## src/rtl/la_cap_pkg.sv

```systemverilog
package la_cap_pkg;

  typedef enum logic [2:0] {
    ST_IDLE,
    ST_ARMED,
    ST_POST,
    ST_READ,
    ST_DONE
  } capState_t;

  localparam logic [1:0] TRIG_RISE = 2'b00;
  localparam logic [1:0] TRIG_FALL = 2'b01;
  localparam logic [1:0] TRIG_HIGH = 2'b10;
  localparam logic [1:0] TRIG_LOW  = 2'b11;

  localparam logic [1:0] REG_TRIG  = 2'd0;
  localparam logic [1:0] REG_DEPTH = 2'd1;
  localparam logic [1:0] REG_PCT   = 2'd2;
  localparam logic [1:0] REG_CTRL  = 2'd3;

  // strobes from control to datapath
  typedef struct packed {
    logic arm;
    logic wrEn;
    logic cntEn;
    logic trigLatch;
    logic postDec;
    logic rdAdv;
  } ctrlStrobe_t;

  // conditions from datapath to control
  typedef struct packed {
    logic trigHit;
    logic postZero;
    logic postOne;
    logic postLast;
    logic rdLast;
  } dpStatus_t;

endpackage

```

## src/rtl/la_cfg_regs.sv

```systemverilog
module la_cfg_regs
  import la_cap_pkg::*;
#(
  parameter int DEPTH_W   = 5,
  parameter int DEPTH_MAX = 16,
  parameter int SEL_W     = 3,
  parameter int CFG_W     = 8
) (
  input  logic               clk,
  input  logic               rstN,
  input  logic               cfgWrEn,
  input  logic [1:0]         cfgAddr,
  input  logic [CFG_W-1:0]   cfgWrData,
  output logic [1:0]         trigType,
  output logic [SEL_W-1:0]   trigSel,
  output logic [DEPTH_W-1:0] depthReg,
  output logic [6:0]         pctReg,
  output logic               startReq
);

  localparam int SEL_LSB = 4;

  always_ff @(posedge clk or negedge rstN) begin
    if (!rstN) begin
      trigType <= TRIG_RISE;
      trigSel  <= '0;
      depthReg <= DEPTH_W'(DEPTH_MAX);
      pctReg   <= 7'd50;
    end else if (cfgWrEn) begin
      case (cfgAddr)
        REG_TRIG: begin
          trigType <= cfgWrData[1:0];
          trigSel  <= cfgWrData[SEL_LSB +: SEL_W];
        end
        REG_DEPTH: begin
          if (cfgWrData == '0)
            depthReg <= DEPTH_W'(1);
          else if (cfgWrData > CFG_W'(DEPTH_MAX))
            depthReg <= DEPTH_W'(DEPTH_MAX);
          else
            depthReg <= DEPTH_W'(cfgWrData);
        end
        REG_PCT: begin
          if (cfgWrData > CFG_W'(100))
            pctReg <= 7'd100;
          else
            pctReg <= 7'(cfgWrData);
        end
        default: ;
      endcase
    end
  end

  assign startReq = cfgWrEn && (cfgAddr == REG_CTRL) && cfgWrData[0];

endmodule

```

## src/rtl/la_capture_ctrl.sv

```systemverilog
module la_capture_ctrl
  import la_cap_pkg::*;
(
  input  logic        clk,
  input  logic        rstN,
  input  logic        startReq,
  input  logic        outReady,
  input  dpStatus_t   dpStat,
  output ctrlStrobe_t strobe,
  output logic        outValid,
  output logic        capDone
);

  capState_t state, stateNext;

  always_ff @(posedge clk or negedge rstN) begin
    if (!rstN) state <= ST_IDLE;
    else       state <= stateNext;
  end

  always_comb begin
    strobe    = '0;
    stateNext = state;
    strobe.arm = startReq;
    case (state)
      ST_IDLE: strobe.wrEn = 1'b1;
      ST_ARMED: begin
        strobe.cntEn = 1'b1;
        if (dpStat.trigHit) begin
          strobe.trigLatch = 1'b1;
          strobe.wrEn      = !dpStat.postZero;
          stateNext = (dpStat.postZero || dpStat.postOne) ? ST_READ : ST_POST;
        end else begin
          strobe.wrEn = 1'b1;
        end
      end
      ST_POST: begin
        strobe.wrEn    = 1'b1;
        strobe.postDec = 1'b1;
        if (dpStat.postLast) stateNext = ST_READ;
      end
      ST_READ: begin
        if (outReady) begin
          strobe.rdAdv = 1'b1;
          if (dpStat.rdLast) stateNext = ST_DONE;
        end
      end
      ST_DONE: ;
      default: stateNext = ST_IDLE;
    endcase
    if (startReq) stateNext = ST_ARMED;
  end

  assign outValid = (state == ST_READ);
  assign capDone  = (state == ST_DONE);

endmodule

```

## src/rtl/la_capture_dp.sv

```systemverilog
module la_capture_dp
  import la_cap_pkg::*;
#(
  parameter int PROBE_W = 8,
  parameter int ADDR_W  = 4,
  parameter int DEPTH_W = ADDR_W + 1,
  parameter int SEL_W   = 3
) (
  input  logic               clk,
  input  logic               rstN,
  input  ctrlStrobe_t        strobe,
  input  logic [PROBE_W-1:0] probeIn,
  input  logic [1:0]         cfgType,
  input  logic [SEL_W-1:0]   cfgSel,
  input  logic [DEPTH_W-1:0] cfgDepth,
  input  logic [6:0]         cfgPct,
  output dpStatus_t          dpStat,
  output logic [PROBE_W-1:0] outData,
  output logic [DEPTH_W-1:0] actDepth
);

  localparam int DEPTH_MAX = 1 << ADDR_W;
  localparam int PROD_W    = DEPTH_W + 7;

  logic [PROBE_W-1:0] mem [DEPTH_MAX];
  logic [ADDR_W-1:0]  wrPtr, rdPtr, startPtr;
  logic [DEPTH_W-1:0] armCnt, rdLeft, postLeft;
  logic [DEPTH_W-1:0] snapPre, snapPost, preCalc;
  logic [1:0]         snapType;
  logic [SEL_W-1:0]   snapSel;
  logic               trigPrev, trigCur, trigCond;
  logic [PROD_W-1:0]  prod;
  logic [DEPTH_W:0]   sumA;

  function automatic logic [ADDR_W-1:0] wrapInc(input logic [ADDR_W-1:0] p,
                                                input logic [DEPTH_W-1:0] d);
    if (DEPTH_W'(p) + DEPTH_W'(1) >= d) return '0;
    return p + ADDR_W'(1);
  endfunction

  // pre-trigger count from the holding registers
  assign prod    = PROD_W'(cfgDepth) * PROD_W'(cfgPct);
  assign preCalc = DEPTH_W'(prod / PROD_W'(100));

  // first window address: trigger address minus pre count, modulo depth
  assign sumA     = (DEPTH_W+1)'(wrPtr) + (DEPTH_W+1)'(actDepth) - (DEPTH_W+1)'(snapPre);
  assign startPtr = (sumA >= (DEPTH_W+1)'(actDepth)) ? ADDR_W'(sumA - (DEPTH_W+1)'(actDepth))
                                                      : ADDR_W'(sumA);

  assign trigCur = probeIn[snapSel];
  always_comb begin
    case (snapType)
      TRIG_RISE: trigCond = trigCur && !trigPrev;
      TRIG_FALL: trigCond = !trigCur && trigPrev;
      TRIG_HIGH: trigCond = trigCur;
      default:   trigCond = !trigCur;
    endcase
    dpStat.trigHit  = trigCond && (armCnt >= snapPre);
    dpStat.postZero = (snapPost == '0);
    dpStat.postOne  = (snapPost == DEPTH_W'(1));
    dpStat.postLast = (postLeft == DEPTH_W'(1));
    dpStat.rdLast   = (rdLeft == DEPTH_W'(1));
  end

  always_ff @(posedge clk) begin
    if (strobe.wrEn) mem[wrPtr] <= probeIn;
  end

  always_ff @(posedge clk or negedge rstN) begin
    if (!rstN) begin
      trigPrev <= 1'b0;
    end else begin
      trigPrev <= strobe.arm ? probeIn[cfgSel] : probeIn[snapSel];
    end
  end

  always_ff @(posedge clk or negedge rstN) begin
    if (!rstN) begin
      actDepth <= DEPTH_W'(DEPTH_MAX);
      snapPre  <= '0;
      snapPost <= DEPTH_W'(DEPTH_MAX);
      snapType <= TRIG_RISE;
      snapSel  <= '0;
      wrPtr    <= '0;
      rdPtr    <= '0;
      armCnt   <= '0;
      rdLeft   <= '0;
      postLeft <= '0;
    end else if (strobe.arm) begin
      actDepth <= cfgDepth;
      snapPre  <= preCalc;
      snapPost <= cfgDepth - preCalc;
      snapType <= cfgType;
      snapSel  <= cfgSel;
      wrPtr    <= '0;
      armCnt   <= '0;
    end else begin
      if (strobe.wrEn) wrPtr <= wrapInc(wrPtr, actDepth);
      if (strobe.wrEn && strobe.cntEn && (armCnt < actDepth))
        armCnt <= armCnt + DEPTH_W'(1);
      if (strobe.trigLatch) begin
        rdPtr    <= startPtr;
        rdLeft   <= actDepth;
        postLeft <= snapPost - DEPTH_W'(1);
      end
      if (strobe.postDec) postLeft <= postLeft - DEPTH_W'(1);
      if (strobe.rdAdv) begin
        rdPtr  <= wrapInc(rdPtr, actDepth);
        rdLeft <= rdLeft - DEPTH_W'(1);
      end
    end
  end

  assign outData = mem[rdPtr];

endmodule

```

## src/rtl/la_trig_capture.sv

```systemverilog
module la_trig_capture
  import la_cap_pkg::*;
#(
  parameter int PROBE_W = 8,
  parameter int ADDR_W  = 4
) (
  input  logic               clk,
  input  logic               rstN,
  input  logic [PROBE_W-1:0] probeIn,
  input  logic               cfgWrEn,
  input  logic [1:0]         cfgAddr,
  input  logic [7:0]         cfgWrData,
  output logic               outValid,
  input  logic               outReady,
  output logic [PROBE_W-1:0] outData,
  output logic               capDone
);

  localparam int DEPTH_W   = ADDR_W + 1;
  localparam int DEPTH_MAX = 1 << ADDR_W;
  localparam int SEL_W     = (PROBE_W > 1) ? $clog2(PROBE_W) : 1;

  logic [1:0]         cfgType;
  logic [SEL_W-1:0]   cfgSel;
  logic [DEPTH_W-1:0] cfgDepth;
  logic [6:0]         cfgPct;
  logic               startReq;
  logic [DEPTH_W-1:0] actDepth;
  ctrlStrobe_t        strobe;
  dpStatus_t          dpStat;

  la_cfg_regs #(
    .DEPTH_W(DEPTH_W), .DEPTH_MAX(DEPTH_MAX), .SEL_W(SEL_W), .CFG_W(8)
  ) regs_i (
    .clk(clk), .rstN(rstN), .cfgWrEn(cfgWrEn), .cfgAddr(cfgAddr),
    .cfgWrData(cfgWrData), .trigType(cfgType), .trigSel(cfgSel),
    .depthReg(cfgDepth), .pctReg(cfgPct), .startReq(startReq)
  );

  la_capture_ctrl ctrl_i (
    .clk(clk), .rstN(rstN), .startReq(startReq), .outReady(outReady),
    .dpStat(dpStat), .strobe(strobe), .outValid(outValid), .capDone(capDone)
  );

  la_capture_dp #(
    .PROBE_W(PROBE_W), .ADDR_W(ADDR_W), .DEPTH_W(DEPTH_W), .SEL_W(SEL_W)
  ) dp_i (
    .clk(clk), .rstN(rstN), .strobe(strobe), .probeIn(probeIn),
    .cfgType(cfgType), .cfgSel(cfgSel), .cfgDepth(cfgDepth), .cfgPct(cfgPct),
    .dpStat(dpStat), .outData(outData), .actDepth(actDepth)
  );

endmodule

```

## config.mk

```make
export PLATFORM = sky130hd
export DESIGN_NAME = la_trig_capture
export DESIGN_NICKNAME = d
export VERILOG_FILES = /design/src/rtl/la_cap_pkg.sv /design/src/rtl/la_cfg_regs.sv /design/src/rtl/la_capture_ctrl.sv /design/src/rtl/la_capture_dp.sv /design/src/rtl/la_trig_capture.sv
export SDC_FILE = /design/constraint.sdc
export NUM_CORES = 1
export LEC_CHECK = 0
export CAP_MARGIN = 20
export CELL_PAD_IN_SITES_DETAIL_PLACEMENT = 1
export CELL_PAD_IN_SITES_GLOBAL_PLACEMENT = 1
export CORE_MARGIN = 4
export CORE_UTILIZATION = 31
export CTS_BUF_LIST = sky130_fd_sc_hd__clkbuf_4
export DETAILED_ROUTE_END_ITERATION = 10
export DONT_BUFFER_PORTS = 1
export PLACE_DENSITY_LB_ADDON = 0.1
export SLEW_MARGIN = 20
export SYNTH_ARGS = -nofsm -noshare
export SYNTH_HDL_FRONTEND = slang
export SYNTH_SLANG_ARGS = --single-unit
export TNS_END_PERCENT = 5
```

## constraint.sdc

```tcl
create_clock -name clk -period 17.1 [get_ports clk]
set_input_delay 3.42 -clock clk [delete_from_list [all_inputs] [get_ports clk]]
set_output_delay 3.42 -clock clk [all_outputs]
set_load 0.02 [all_outputs]
```

==> metrics.md <==
| Metric | Value |
|---|---|
| Run status | `finished, final reports clean` |
| Number of instances resized during post-cts repair | `0` |
| Antenna violations before repair | `1` |
| First-iteration detailed-routing DRC count | `521` |
| Worst reg2reg setup slack | `around 8.8 ns` |
| Overall die area | `between 40,000 and 50,000 um^2` |
| Initial cell density of the core | `between 30% and 40%` |
| Max-slew headroom | `30.5%` |
| Quantity of I/O buffers inserted on ports | `0` |
| Area of the placeable core | `roughly 37,000 um^2` |
| Count of pins over their slew limit | `0` |
| Post-Route Utilization | `33.6%` |
| Horiz. Die Dim | `between 200 and 250 um` |
| Cell types with the largest area share after synthesis | `edfxtp_1 (33%), dfrtp_1 (13%), mux4_2 (8.6%)` |
| Final TNS setup | `0 ns` |
| Iteration count of the initial detailed-routing pass | `6` |
| Setup repair after global routing missed its margin | `no` |
| Number of sinks driven by the clock tree | `roughly 190` |
| Number of DRC violations after detailed routing | `0` |
| Die height | `about 200 um` |
| Clock Skews | `~0.033 ns` |
| Number of enable flip-flop cells after synthesis | `128` |
| Top-area cell type share of the netlist area | `around 33%` |
| Crit. End Element | `flip-flop` |
| Cells after synthesis | `around 960` |
| DR vias | `7,516` |
| Postcts setup bufs | `0` |
| Synthesis-stage register bit count | `192` |
| Peak clock frequency supported by timing | `121 MHz` |
| Slowest cell on the critical path | `dfstp_2` |
| Count of fill cells added during filler insertion | `3,972` |
| Worst flop-to-flop path endpoint | `dp_i.snapPost[4]` |
| Final hold viol count | `0` |
| Critical Path AT | `about 9 ns` |
| Worst setup path start | `regs_i.depthReg[4]` |
| Leakage power total | `approximately 4.6 nW` |
| Share of synthesized area occupied by flip-flops and latches | `a little under half` |
| Mean routed wirelength per cell | `roughly 21 um` |
| Time the worst path needs with I/O delays and setup | `just over 8 ns` |
| Total number of nets in the final design | `about 1,100` |
| Cell type with the highest aggregate area in the netlist | `edfxtp_1` |
| Final Setup Violations | `0` |
| Share of the cycle needed by the critical path after routing | `around half` |
| Data required time at the worst endpoint | `around 18 ns` |
| Commonest register cell after synthesis | `edfxtp_1` |
| Number of nets with antenna violations after routing | `0` |
| Clock tree from TritonCTS | `built` |
| End of the worst hold path | `dp_i.snapType[0]` |
| Type of the worst min-delay path | `reg2reg` |
| Total half-perimeter wirelength after legalization and detailed placement | `around 22 mm` |
| Biggest fanout along the worst timing path | `12` |
| Grt ovf | `0` |
| Ratio of routed vias to standard cells | `5.25` |
| Pin count of the biggest net entering global routing | `65` |
| Peak per-stage delay on the critical path | `~0.67 ns` |
| Clock Latency Late Sink | `~0.61 ns` |
| GRT Overall Usage | `14.9%` |
| Post-synthesis async set-or-reset flop share | `33.3%` |
| Maximum count of clock buffers along a single path | `2` |
| R2R cell count | `31` |
| Startpoint kind of the worst setup timing path | `flip-flop` |
| IR drop worst, VDD | `between 0.07 and 0.08 mV` |
| Startpoint of the worst register-to-register path | `regs_i.depthReg[4]` |
| Synthesis Warnings | `0` |
| Hold Path Stages | `2` |
| Clock root buffer | `clkbuf_4` |
| Post-synthesis area per instance | `around 12 um^2` |
| Wire length after detailed routing | `just under 30 mm` |
| Share of cells above drive strength 1 | `13.7%` |
| Syn Std Cell Area | `between 10,000 and 15,000 um^2` |
| H-tree level count | `4` |
| Site Rows | `70` |
| Vias in the first global route | `7,836` |
| Number of buffers created by CTS | `17` |
| Clock slew at the register clock pins of the worst setup and hold paths | `0.17 ns` |
| Hold-fix buffers, CTS | `0` |
| Crit path kind | `reg2reg` |
| Total power divided by cell area | `between 150 and 200 nW/um^2` |
| Total I/O pin count | `32` |
| Global-route wire length before repair | `about 47 mm` |
| Area grow syn2layout | `6.47%` |
| Max-cap violation count | `0` |
| Routability congestion estimate from global placement | `between 0.7 and 0.8` |
| Slew @ Worst Pin | `about 1.0 ns` |
| Number of distinct library cells after synthesis | `94` |
| Post-synthesis net count | `1,074` |
| Startpoint of the tightest hold check path | `regs_i.trigType[0]` |
[critical path, delay by kind of cell, from the launching register on]
family / cells / cell delay [ns]
AND/OR/NAND/NOR: 5 / 0.88
buffers and inverters: 4 / 0.22
multiplexers: 1 / 0.37
adder cells (fa/ha/maj): 6 / 2.53
XOR/XNOR: 4 / 1.22
AO/OA/AOI/OAI: 11 / 2.30
flip-flops: 1 / 0.67
[flip-flops by register name, indices dropped and copies added (netlist names), 4 cells and up]
register         flops
dp_i.mem           128
regs_i.pctReg        7
dp_i.actDepth        5
dp_i.armCnt          5
dp_i.postLeft        5
dp_i.rdLeft          5
dp_i.snapPost        5
dp_i.snapPre         5
regs_i.depthReg      5
dp_i.rdPtr           4
dp_i.wrPtr           4
[Yosys cell counts, types with 7 or more instances]
library cell,number
a31oi_1,11
xnor2_1,22
nand2b_1,11
and2_1,32
nor2_1,49
o21ai_0,47
inv_1,59
a22o_1,10
edfxtp_1,128
ha_1,68
mux2_2,8
a21oi_1,48
nor2b_1,10
buf_1,7
o21a_1,8
fa_1,21
nand2_1,84
o211ai_1,10
mux4_2,44
and3_1,16
nand3_1,19
nor3_1,22
a21o_1,7
xor2_1,9
clkbuf_1,23
dfrtp_1,58
[metrics by stage]
step                      std cells  cell area (um^2)  power (mW)  setup slack [ns]  hold WS [ns]
after floorplan                 963             11600        1.43              9.58         0.435
final                          1432             12300        1.92              8.83         0.490
after CTS                      1431             12300        1.96              8.74         0.509
after global routing           1432             12300        2.09              8.06         0.536
after global placement         1400             12000        1.69              8.87         0.455
after detailed placement       1400             12000        1.70              8.78         0.455
[cell type report]
cell class | instances | area [um^2] | share of cell area, %
multi-input cells | 672 | 5710 | 46.3
clock buffers | 20 | 150 | 1.22
flip-flops and latches | 192 | 5450 | 44.3
clock inverters | 11 | 130 | 1.06
diodes | 1 | 2.50 | 0.0203
inverters | 59 | 221 | 1.80
well taps | 468 | 586 | 4.75
repair buffers | 9 | 67.6 | 0.548
[placed cells by master, fill, tap and decap left out, types with 21 or more instances in the layout]
cell      Yosys  routed
xnor2_1      22      22
inv_1        59      59
edfxtp_1    128     128
ha_1         68      68
nand2_1      84      84
fa_1         21      21
dfrtp_1      58      57
and2_1       32      32
mux4_2       44      44
a21oi_1      48      48
nor2_1       49      49
nor3_1       22      22
o21ai_0      47      47
[where the power goes]
group / switching [mW] / internal [mW] / total [mW]
Combinational: 0.563 / 0.440 / 1.00
Sequential: 0.0823 / 0.586 / 0.668
Clock: 0.160 / 0.0924 / 0.253
Total: 0.806 / 1.12 / 1.92
[worst max-delay path by stage]
stage	slack [ns]	to
2_1_floorplan	9.58	dp_i.snapPost[4]
3_3_place_gp	8.87	dp_i.snapPost[4]
3_5_place_dp	8.78	dp_i.snapPost[4]
4_1_cts	8.74	dp_i.snapPost[4]
5_1_grt	8.06	dp_i.snapPost[4]
6_report	8.83	dp_i.snapPost[4]
[metal layers]
metal  track usage, %  vias to the layer above  wire length, um
met5                0                        -                0
met4             2.54                        0               97
met3             2.88                        7              848
met2             22.5                       69            13200
met1             22.6                     3874            15500
li1                 -                     3566                -
[cell families (layout without fill, tap and decap cells)]
group	count (synthesis)	count (layout)	synth area share, %
adder cells (fa/ha/maj)	91	91	11.2
flip-flops	192	192	47.1
buffers and inverters	99	99	3.55
multiplexers	58	58	9.90
AO/OA/AOI/OAI	210	210	13.1
other	0	1	0
XOR/XNOR	37	37	3.19
AND/OR/NAND/NOR	276	276	11.9
Power figures use the tool's default switching activity.
